[src/rtl/restart_pkg.sv]
package restart_pkg;
  typedef enum logic [1:0] {
    ST_RUN   = 2'd0,
    ST_HOLD  = 2'd1,
    ST_DELAY = 2'd2
  } rs_state_e;
endpackage

[src/rtl/rs_cause_dec.sv]
module rs_cause_dec (
  input  logic por_i,
  input  logic pin_i,
  input  logic wdt_i,
  input  logic wake_i,
  input  logic halt_i,
  input  logic running_i,
  output logic halted_o,
  output logic ev_por_o,
  output logic ev_pin_o,
  output logic ev_wdt_o,
  output logic ev_wake_o
);
  // halt is meaningful only while the core runs
  assign halted_o  = halt_i & running_i;
  // fixed priority: por > pin > wdt > wake
  assign ev_por_o  = por_i;
  assign ev_pin_o  = pin_i & ~por_i;
  assign ev_wdt_o  = wdt_i & ~pin_i & ~por_i;
  assign ev_wake_o = wake_i & halted_o & ~wdt_i & ~pin_i & ~por_i;
endmodule

[src/rtl/rs_delay_cnt.sv]
module rs_delay_cnt #(
  parameter int DLY_CYCLES = 1024
) (
  input  logic clk_i,
  input  logic rst_ni,
  input  logic clr_i,
  input  logic en_i,
  output logic done_o
);
  localparam int CNT_W = (DLY_CYCLES > 1) ? $clog2(DLY_CYCLES) : 1;
  localparam logic [CNT_W-1:0] LAST = CNT_W'(DLY_CYCLES - 1);

  logic [CNT_W-1:0] cnt_q;

  always_ff @(posedge clk_i or negedge rst_ni) begin
    if (!rst_ni)    cnt_q <= '0;
    else if (clr_i) cnt_q <= '0;
    else if (en_i)  cnt_q <= cnt_q + 1'b1;
  end

  assign done_o = (cnt_q == LAST);

  assert_cnt_range_R7: assert property (@(posedge clk_i) disable iff (!rst_ni)
    cnt_q <= LAST);
  assert_clr_restarts_R7: assert property (@(posedge clk_i) disable iff (!rst_ni)
    clr_i |=> (cnt_q == '0));
endmodule

[src/rtl/rs_status.sv]
module rs_status (
  input  logic clk_i,
  input  logic rst_ni,
  input  logic ev_por_i,
  input  logic ev_pin_i,
  input  logic ev_wdt_i,
  input  logic halted_i,
  input  logic clr_i,
  output logic to_o,
  output logic pd_o
);
  logic to_q, pd_q;

  always_ff @(posedge clk_i or negedge rst_ni) begin
    if (!rst_ni) begin
      to_q <= 1'b0;
      pd_q <= 1'b0;
    end else if (ev_por_i) begin
      to_q <= 1'b0;
      pd_q <= 1'b0;
    end else if (ev_pin_i && halted_i) begin
      to_q <= 1'b0;
      pd_q <= 1'b1;
    end else if (ev_wdt_i) begin
      to_q <= 1'b1;
      pd_q <= pd_q | halted_i;
    end else if (clr_i) begin
      to_q <= 1'b0;
      pd_q <= 1'b0;
    end
  end

  assign to_o = to_q;
  assign pd_o = pd_q;

  assert_por_flags_R1: assert property (@(posedge clk_i) disable iff (!rst_ni)
    ev_por_i |=> (!to_o && !pd_o));
  assert_wdt_sets_to_R4: assert property (@(posedge clk_i) disable iff (!rst_ni)
    ev_wdt_i |=> to_o);
  assert_pd_fall_R8: assert property (@(posedge clk_i) disable iff (!rst_ni)
    $fell(pd_o) |-> $past(ev_por_i || clr_i));
  assert_pin_run_keeps_R2: assert property (@(posedge clk_i) disable iff (!rst_ni)
    (ev_pin_i && !halted_i && !clr_i) |=> ($stable(to_o) && $stable(pd_o)));
endmodule

[src/rtl/restart_seq.sv]
module restart_seq
  import restart_pkg::*;
#(
  parameter int DLY_CYCLES = 1024
) (
  input  logic clk_i,
  input  logic rst_ni,
  input  logic por_i,
  input  logic pin_rst_i,
  input  logic wdt_to_i,
  input  logic halt_i,
  input  logic wake_i,
  input  logic flag_clr_i,
  output logic run_o,
  output logic to_o,
  output logic pd_o
);
  rs_state_e state_q, state_n;
  logic      need_q, need_n;
  logic      dly_start, dly_done, in_dly, running;
  logic      halted, ev_por, ev_pin, ev_wdt, ev_wake;

  assign running = (state_q == ST_RUN);
  assign in_dly  = (state_q == ST_DELAY);

  rs_cause_dec u_dec (
    .por_i     (por_i),
    .pin_i     (pin_rst_i),
    .wdt_i     (wdt_to_i),
    .wake_i    (wake_i),
    .halt_i    (halt_i),
    .running_i (running),
    .halted_o  (halted),
    .ev_por_o  (ev_por),
    .ev_pin_o  (ev_pin),
    .ev_wdt_o  (ev_wdt),
    .ev_wake_o (ev_wake)
  );

  always_comb begin
    state_n   = state_q;
    need_n    = need_q;
    dly_start = 1'b0;
    if (ev_por) begin
      state_n   = ST_DELAY;
      dly_start = 1'b1;
      need_n    = 1'b0;
    end else if (ev_pin) begin
      // remember whether release must be followed by the settling delay
      state_n = ST_HOLD;
      need_n  = halted | in_dly | ((state_q == ST_HOLD) & need_q);
    end else if (ev_wdt) begin
      if (halted || in_dly) begin
        state_n   = ST_DELAY;
        dly_start = 1'b1;
        need_n    = 1'b0;
      end else begin
        state_n = ST_HOLD;
        need_n  = (state_q == ST_HOLD) & need_q;
      end
    end else if (ev_wake) begin
      state_n   = ST_DELAY;
      dly_start = 1'b1;
    end else begin
      unique case (state_q)
        ST_HOLD: begin
          if (need_q) begin
            state_n   = ST_DELAY;
            dly_start = 1'b1;
            need_n    = 1'b0;
          end else begin
            state_n = ST_RUN;
          end
        end
        ST_DELAY: if (dly_done) state_n = ST_RUN;
        default:  state_n = state_q;
      endcase
    end
  end

  always_ff @(posedge clk_i or negedge rst_ni) begin
    if (!rst_ni) begin
      state_q <= ST_DELAY;
      need_q  <= 1'b0;
    end else begin
      state_q <= state_n;
      need_q  <= need_n;
    end
  end

  rs_delay_cnt #(.DLY_CYCLES(DLY_CYCLES)) u_cnt (
    .clk_i  (clk_i),
    .rst_ni (rst_ni),
    .clr_i  (dly_start),
    .en_i   (in_dly & ~dly_done),
    .done_o (dly_done)
  );

  rs_status u_stat (
    .clk_i    (clk_i),
    .rst_ni   (rst_ni),
    .ev_por_i (ev_por),
    .ev_pin_i (ev_pin),
    .ev_wdt_i (ev_wdt),
    .halted_i (halted),
    .clr_i    (flag_clr_i),
    .to_o     (to_o),
    .pd_o     (pd_o)
  );

  assign run_o = running;

  assert_pin_holds_R2: assert property (@(posedge clk_i) disable iff (!rst_ni)
    pin_rst_i |=> !run_o);
  assert_run_rise_R1: assert property (@(posedge clk_i) disable iff (!rst_ni)
    $rose(run_o) |-> $past((state_q == ST_HOLD && !need_q) || dly_done));
  assert_wake_delay_R6: assert property (@(posedge clk_i) disable iff (!rst_ni)
    ev_wake |=> !run_o);
  assert_por_drops_R9: assert property (@(posedge clk_i) disable iff (!rst_ni)
    por_i |=> (!run_o && state_q == ST_DELAY));
endmodule

[config.mk]
export PLATFORM = sky130hd
export DESIGN_NAME = restart_seq
export DESIGN_NICKNAME = d
export VERILOG_FILES = /design/src/rtl/restart_pkg.sv /design/src/rtl/rs_cause_dec.sv /design/src/rtl/rs_delay_cnt.sv /design/src/rtl/rs_status.sv /design/src/rtl/restart_seq.sv
export SDC_FILE = /design/constraint.sdc
export NUM_CORES = 1
export LEC_CHECK = 0
export ABC_AREA = 1
export BUFFER_PORTS_ARGS = -buffer_cell sky130_fd_sc_hd__buf_4
export CAP_MARGIN = 10
export CORE_MARGIN = 10
export CORE_UTILIZATION = 51
export DETAILED_ROUTE_END_ITERATION = 12
export GPL_TIMING_DRIVEN = 0
export PLACE_DENSITY = 0.83
export SYNTH_ARGS = -nofsm -noshare
export SYNTH_HDL_FRONTEND = slang
export SYNTH_SLANG_ARGS = --single-unit
[constraint.sdc]
create_clock -name clk_i -period 1.31 [get_ports clk_i]
set_input_delay 0.3275 -clock clk_i [delete_from_list [all_inputs] [get_ports clk_i]]
set_output_delay 0.3275 -clock clk_i [all_outputs]
set_load 0.005 [all_outputs]
==> flow_metrics.env, run 1 <==
export IMPL_outcome="finished, violations left"
export IMPL_violations="setup timing"
export IMPL_cts_sinks=15
export IMPL_grt_pass1_wl_um=3780
export IMPL_syn_nets=150
export IMPL_worst_pin_slew_ps=250
export IMPL_p_leak_nw=0.690
export IMPL_design_area_mm2=0.00134
export IMPL_fin_crit_sh=1.08
export IMPL_setup_worst_path_class="register to register"
export IMPL_drc=0
export IMPL_ys_warn_count=0
export IMPL_core_area_mm2=0.00180
export IMPL_grt_usage=0.115
export IMPL_synth_area_leaders="dfrtp_1, nand2_1, nand3_1"
export IMPL_synth_yosys_seq_area_share=0.376
export IMPL_ys_types=24
export IMPL_p_sw_frac=0.309
export IMPL_drv_cap=0
export IMPL_die_area_mm2=0.00413
export IMPL_die_y_um=64.3
export IMPL_globalplace_congestion=0.840
export IMPL_via_count=1036
export IMPL_drtPass1Iterations=4
export IMPL_critPathRequiredTime_ps=1500
export IMPL_finalSetupViolations=10
export IMPL_hold_class="input pin to register"
export IMPL_start_kind="register"
export IMPL_worst_slack_ps=-110
export IMPL_slew_viol_final=0
export IMPL_grt_max_degree=16
export IMPL_row_count=15
export IMPL_finalCriticalPeriod_ps=1420
export IMPL_yosysTopAreaCell="dfrtp_1"
export IMPL_cts_tree="built"
export IMPL_comb_power_share=0.273
export IMPL_ant_nets=0
export IMPL_grt_pass1_vias=878
export IMPL_p_clk_frac=0.249
export IMPL_antenna_found_initial=0
export IMPL_h_tree_depth=1
export IMPL_ys_ff_latch=15
export IMPL_post_dp_hpwl_um=1590
export IMPL_crit_path_end_kind="register"
export IMPL_hold_violations=0
export IMPL_vias_per_cell=5.31
export IMPL_final_core_util=0.744
export IMPL_ir_drop_mv=0.616
export IMPL_clk_latency_ps=290
export IMPL_cts_buffers=3
export IMPL_post_drt_wl_per_cell_um=12.8
export IMPL_postSynthAreaPerCell_um2=7.10
export IMPL_max_freq_mhz=704
export IMPL_cp_max_fo=6
export IMPL_cts_root_buffer="clkbuf_4"
export IMPL_p_total_w=0.00109
export IMPL_die_w_um=64.3
export IMPL_fin_setup_tns_ps=-669
export IMPL_portBuffers=10
export IMPL_p_switching_w=0.000335
export IMPL_start_util=0.556
export IMPL_syn2layout_area_growth_pct=34.0
export IMPL_worstPathArrival_ps=1610
export IMPL_power_share_sequential=0.477
export IMPL_routed_wl_um=2500
export IMPL_layout_drive_gt1_share=0.353
export IMPL_gr_total_overflow=0
export IMPL_hold_worst_slack_ps=323
export IMPL_syn_inst=141
export IMPL_drt_iter0_markers=56
export IMPL_synth_cell_area_mm2=0.00100
export IMPL_antenna_cells=0
export IMPL_power_density_mw_per_mm2=811
export IMPL_cts_buffer_depth=2
export IMPL_rsz0062_at_grt="true"
export IMPL_slew_headroom=0.832
export IMPL_skew_ps=1.61
export IMPL_nNetsFinal=180
export IMPL_synth_top_area_share=0.350
export IMPL_path_clk_slew_ps=90
export IMPL_boundaryPins=11
export IMPL_place_area_mm2=0.00112
export IMPL_p_int_w=0.000752
worst paths after layout:
path	startpoint	end	slack (ps)	cells past startpoint
max	state_q[1]	u_cnt.cnt_q[2]	-110	6
min	wdt_to_i	u_stat.to_o	320	3
max in group asynchronous	rst_ni	state_q[1]	660	2
max reg2reg	state_q[1]	u_cnt.cnt_q[2]	-110	6
min reg2reg	u_stat.pd_o	u_stat.pd_o	480	2
min in group asynchronous	rst_ni	state_q[0]	420	2
stage by stage:
step / cells / worst slack, ps
after CTS: 189 / -72.7
final: 195 / -110
after detailed placement: 176 / -221
after global placement: 176 / -170
after global routing: 195 / -167
after floorplan: 141 / -17.4
repair_timing:
| item | CTS | global route |
|---|---|---|
| gates resized for setup | 12 | 9 |
| hold buffers | 1 | 0 |
| setup buffers | 7 | 6 |
| cloned | 1 | 0 |
| hold endpoints to repair | 14 | 0 |
| pin swaps | 10 | 8 |
| endpoints found under the setup margin | 12 | 14 |
cell type report:
type | count | area (um2)
multi-input combinational | 100 | 597
fill | 128 | 460
sequential | 15 | 379
timing repair buffer | 25 | 198
inverter | 25 | 98.8
tap | 25 | 31.3
clock buffer | 4 | 26.3
buffer | 1 | 11.3
registers in the layout (all words and copies together), names as in the netlist:
signal	cells
u_stat.to_o	1
need_q	1
state_q	2
u_cnt.cnt_q	10
u_stat.pd_o	1
cell families (layout without fill, tap and decap cells):
logic type               count (synthesis)  count (layout)  synth area share
AND/OR/NAND/NOR                         89              89             0.439
flip-flops                              15              15             0.376
AO/OA/AOI/OAI                            9               9            0.0562
XOR/XNOR                                 1               1           0.00875
adder cells (fa/ha/maj)                  1               1            0.0125
buffers and inverters                   26              55             0.108
Yosys cell counts (all sizes together):
cell / number
a21oi: 2
buf: 1
dfrtp: 14
dfstp: 1
ha: 1
inv: 25
nand2: 40
nand3: 21
nand4: 6
nor2: 21
nor3b: 1
o21ai: 4
o21bai: 2
o31ai: 1
xor2: 1
worst max-delay path: stages (launching register included):
cell and delay, ps:
dfstp_2 570, o21bai_1 120, a21oi_2 230, nand2_4 110, buf_6 150, nand3_1 70
nand2_1 60
per-layer routing:
layer,global-route usage,part of all wire
met1,0.141,0.42
met2,0.181,0.48
met3,0.0279,0.070
met4,0.0561,0.025
met5,0,0
layout by cell type, fill, tap and decap left out, drive strengths merged:
master | netlist | routed
nand2 | 40 | 40
buf | 1 | 25
inv | 25 | 25
nand3 | 21 | 21
nor2 | 21 | 21
dfrtp | 14 | 14
nand4 | 6 | 6
o21ai | 4 | 4
clkbuf | 0 | 4
o21bai | 2 | 2
a21oi | 2 | 2
nor3b | 1 | 1
xor2 | 1 | 1
o31ai | 1 | 1
ha | 1 | 1
dlygate4sd3 | 0 | 1
dfstp | 1 | 1
power by group through the flow:
| stage | clock, W | combinational, W | sequential [W] |
|---|---|---|---|
| floorplan | 0 | 0.000117 | 0.000525 |
| global placement | 0 | 0.000180 | 0.000530 |
| detailed placement | 0 | 0.000183 | 0.000532 |
| CTS | 0.000281 | 0.000254 | 0.000520 |
| global route | 0.000297 | 0.000324 | 0.000523 |
| finish | 0.000271 | 0.000297 | 0.000519 |
(Power assumes the default switching activity.)
==> run 2, diff against run 1 <==
--- a/config.mk
+++ b/config.mk
@@ -9,10 +9,10 @@
 export BUFFER_PORTS_ARGS = -buffer_cell sky130_fd_sc_hd__buf_4
 export CAP_MARGIN = 10
 export CORE_MARGIN = 10
-export CORE_UTILIZATION = 51
+export CORE_UTILIZATION = 50
 export DETAILED_ROUTE_END_ITERATION = 12
 export GPL_TIMING_DRIVEN = 0
-export PLACE_DENSITY = 0.83
+export PLACE_DENSITY = 0.81
 export SYNTH_ARGS = -nofsm -noshare
 export SYNTH_HDL_FRONTEND = slang
 export SYNTH_SLANG_ARGS = --single-unit
==> run 2 against run 1 <==
  * The run still ends with setup timing left
  * Sequential share of layout area decreased by 2.1 points
  * Die area increased by 1.4%
  * Largest power group unchanged
  * Critical endpoint is now run_o
  * Power increased by 6.0%
  * Hold slack got worse by 16 ps
  * Final cell count increased by 3.6%
  * Core utilization increased by 0.10 points
  * Via count increased by 1.4%
  * Highest routed layer unchanged
  * Largest cell class unchanged
  * First-iteration DRC count decreased by 20%
==> flow_metrics.env, run 2 (synthesis results as in run 1) <==
export IMPL_violations="setup timing"
export IMPL_globalplace_congestion=0.870
export IMPL_worstPathArrival_ps=1100
export IMPL_finalCriticalPeriod_ps=1430
export IMPL_layout_drive_gt1_share=0.406
export IMPL_multiInputGateArea_um2=642
export IMPL_die_w_um=64.7
export IMPL_crit_path_end_kind="output pin"
export IMPL_die_y_um=64.7
export IMPL_drtPass1Iterations=4
export IMPL_nNetsFinal=185
export IMPL_drv_cap=0
export IMPL_hold_worst_slack_ps=307
export IMPL_top_usage_layer="met2"
export IMPL_outcome="finished, violations left"
export IMPL_cts_tree="built"
export IMPL_p_total_w=0.00115
export IMPL_grt_pass1_vias=1060
export IMPL_use_met3=0.0309
export IMPL_largest_reg_flops=10
export IMPL_max_freq_mhz=700
export IMPL_hold_class="input pin to register"
export IMPL_grt_max_degree=16
export IMPL_core_area_mm2=0.00194
export IMPL_slew_viol_final=0
export IMPL_fillers=139
export IMPL_antenna_found_initial=0
export IMPL_cp_max_fo=4
export IMPL_seq_area_um2=379
export IMPL_routed_wl_um=2720
export IMPL_regMostFlops="u_cnt.cnt_q"
export IMPL_rr_worst_depth=9
export IMPL_syn2layout_area_growth_pct=44.6
export IMPL_placed_cells=178
export IMPL_ant_nets=0
export IMPL_worstReg2RegEnd="u_cnt.cnt_q[7]"
export IMPL_hold_violations=0
export IMPL_min_to="u_stat.to_o"
export IMPL_cts_sinks=15
export IMPL_worst_pin_slew_ps=320
export IMPL_setup_worst_path_class="register to output pin"
export IMPL_grt_util_met1=0.121
export IMPL_path_clk_slew_ps=100
export IMPL_critPathRequiredTime_ps=980
export IMPL_rrSetupSlack_ps=-90
export IMPL_portBuffers=10
export IMPL_start_kind="register"
export IMPL_worst_slack_ps=-119
export IMPL_r2r_start="state_q[1]"
export IMPL_cp_startpoint="state_q[1]"
export IMPL_die_area_mm2=0.00419
export IMPL_start_util=0.515
export IMPL_h_tree_depth=1
export IMPL_post_drt_wl_per_cell_um=13.5
export IMPL_vias_per_cell=5.20
export IMPL_drt_iter0_markers=45
export IMPL_power_density_mw_per_mm2=796
export IMPL_cts_buffer_depth=2
export IMPL_rsz0062_at_grt="true"
export IMPL_cts_buffers=3
export IMPL_slew_headroom=0.786
export IMPL_boundaryPins=11
export IMPL_fin_cells=202
export IMPL_row_count=16
export IMPL_via_count=1051
export IMPL_fin_crit_sh=1.09
export IMPL_gr_total_overflow=0
export IMPL_cts_root_buffer="clkbuf_4"
export IMPL_ir_drop_mv=0.551
export IMPL_final_common_cell="nand2_1"
export IMPL_hold_depth=3
export IMPL_holdCritStartpoint="wdt_to_i"
export IMPL_grt_usage=0.127
export IMPL_use_met2=0.238
export IMPL_final_cell_mix="nand2_1, buf_4, inv_1"
export IMPL_skew_ps=3.27
export IMPL_antenna_cells=0
export IMPL_place_ws_ps=-218
export IMPL_p_leak_nw=0.746
export IMPL_finalSetupViolations=13
export IMPL_post_dp_hpwl_um=1740
export IMPL_grt_pass1_wl_um=4290
export IMPL_clk_latency_ps=290
export IMPL_largestRegisters="u_cnt.cnt_q: 10 flops, state_q: 2 flops"
export IMPL_drc=0
-- run 2: layout make-up --
class | count | share of cell area
multi-input combinational | 100 | 0.443
buffer | 1 | 0.00778
sequential | 15 | 0.262
clock buffer | 4 | 0.0182
timing repair buffer | 30 | 0.174
tap | 27 | 0.0233
inverter | 25 | 0.0717
-- run 2: critical path: stages (launching register included) --
cell and delay (ps):
dfstp_2 620, nor2_1 60, buf_4 130
-- run 2: how the worst max path moves through the flow --
| stage | endpoint | slack [ps] | cells after the start |
|---|---|---|---|
| 2_1_floorplan | u_cnt.cnt_q[0] | -20 | 7 |
| 3_3_place_gp | u_cnt.cnt_q[8] | -160 | 9 |
| 3_5_place_dp | u_cnt.cnt_q[4] | -220 | 9 |
| 4_1_cts | run_o | -70 | 2 |
| 5_1_grt | u_cnt.cnt_q[8] | -180 | 9 |
| 6_report | run_o | -120 | 2 |
-- run 2: metal layers --
layer  share of wire  vias up
li1                -      520
met1            0.41      500
met2            0.54       25
met3           0.037        6
met4           0.018        0
met5               0        -
-- run 2: repair_timing --
action | in CTS | in global routing
endpoints found under the hold margin | 14 | 0
hold buffers | 1 | 0
buffers inserted | 14 | 5
pin swaps | 11 | 18
cloned | 1 | 0
endpoints found under the setup margin | 12 | 14
gates resized for setup | 20 | 12
-- run 2: report_power, final --
| part | switching (W) | internal (W) |
|---|---|---|
| Clock | 0.000162 | 0.000119 |
| Combinational | 0.000172 | 0.000177 |
| Sequential | 0.0000320 | 0.000492 |
-- run 2: stage by stage --
stage	util	instance area [um2]	setup TNS, ps
after floorplan	-	1010	-100
after global placement	0.577	1120	-1350
after detailed placement	0.577	1120	-1970
after CTS	0.697	1350	-449
after global routing	0.745	1450	-1690
final	0.745	1450	-852
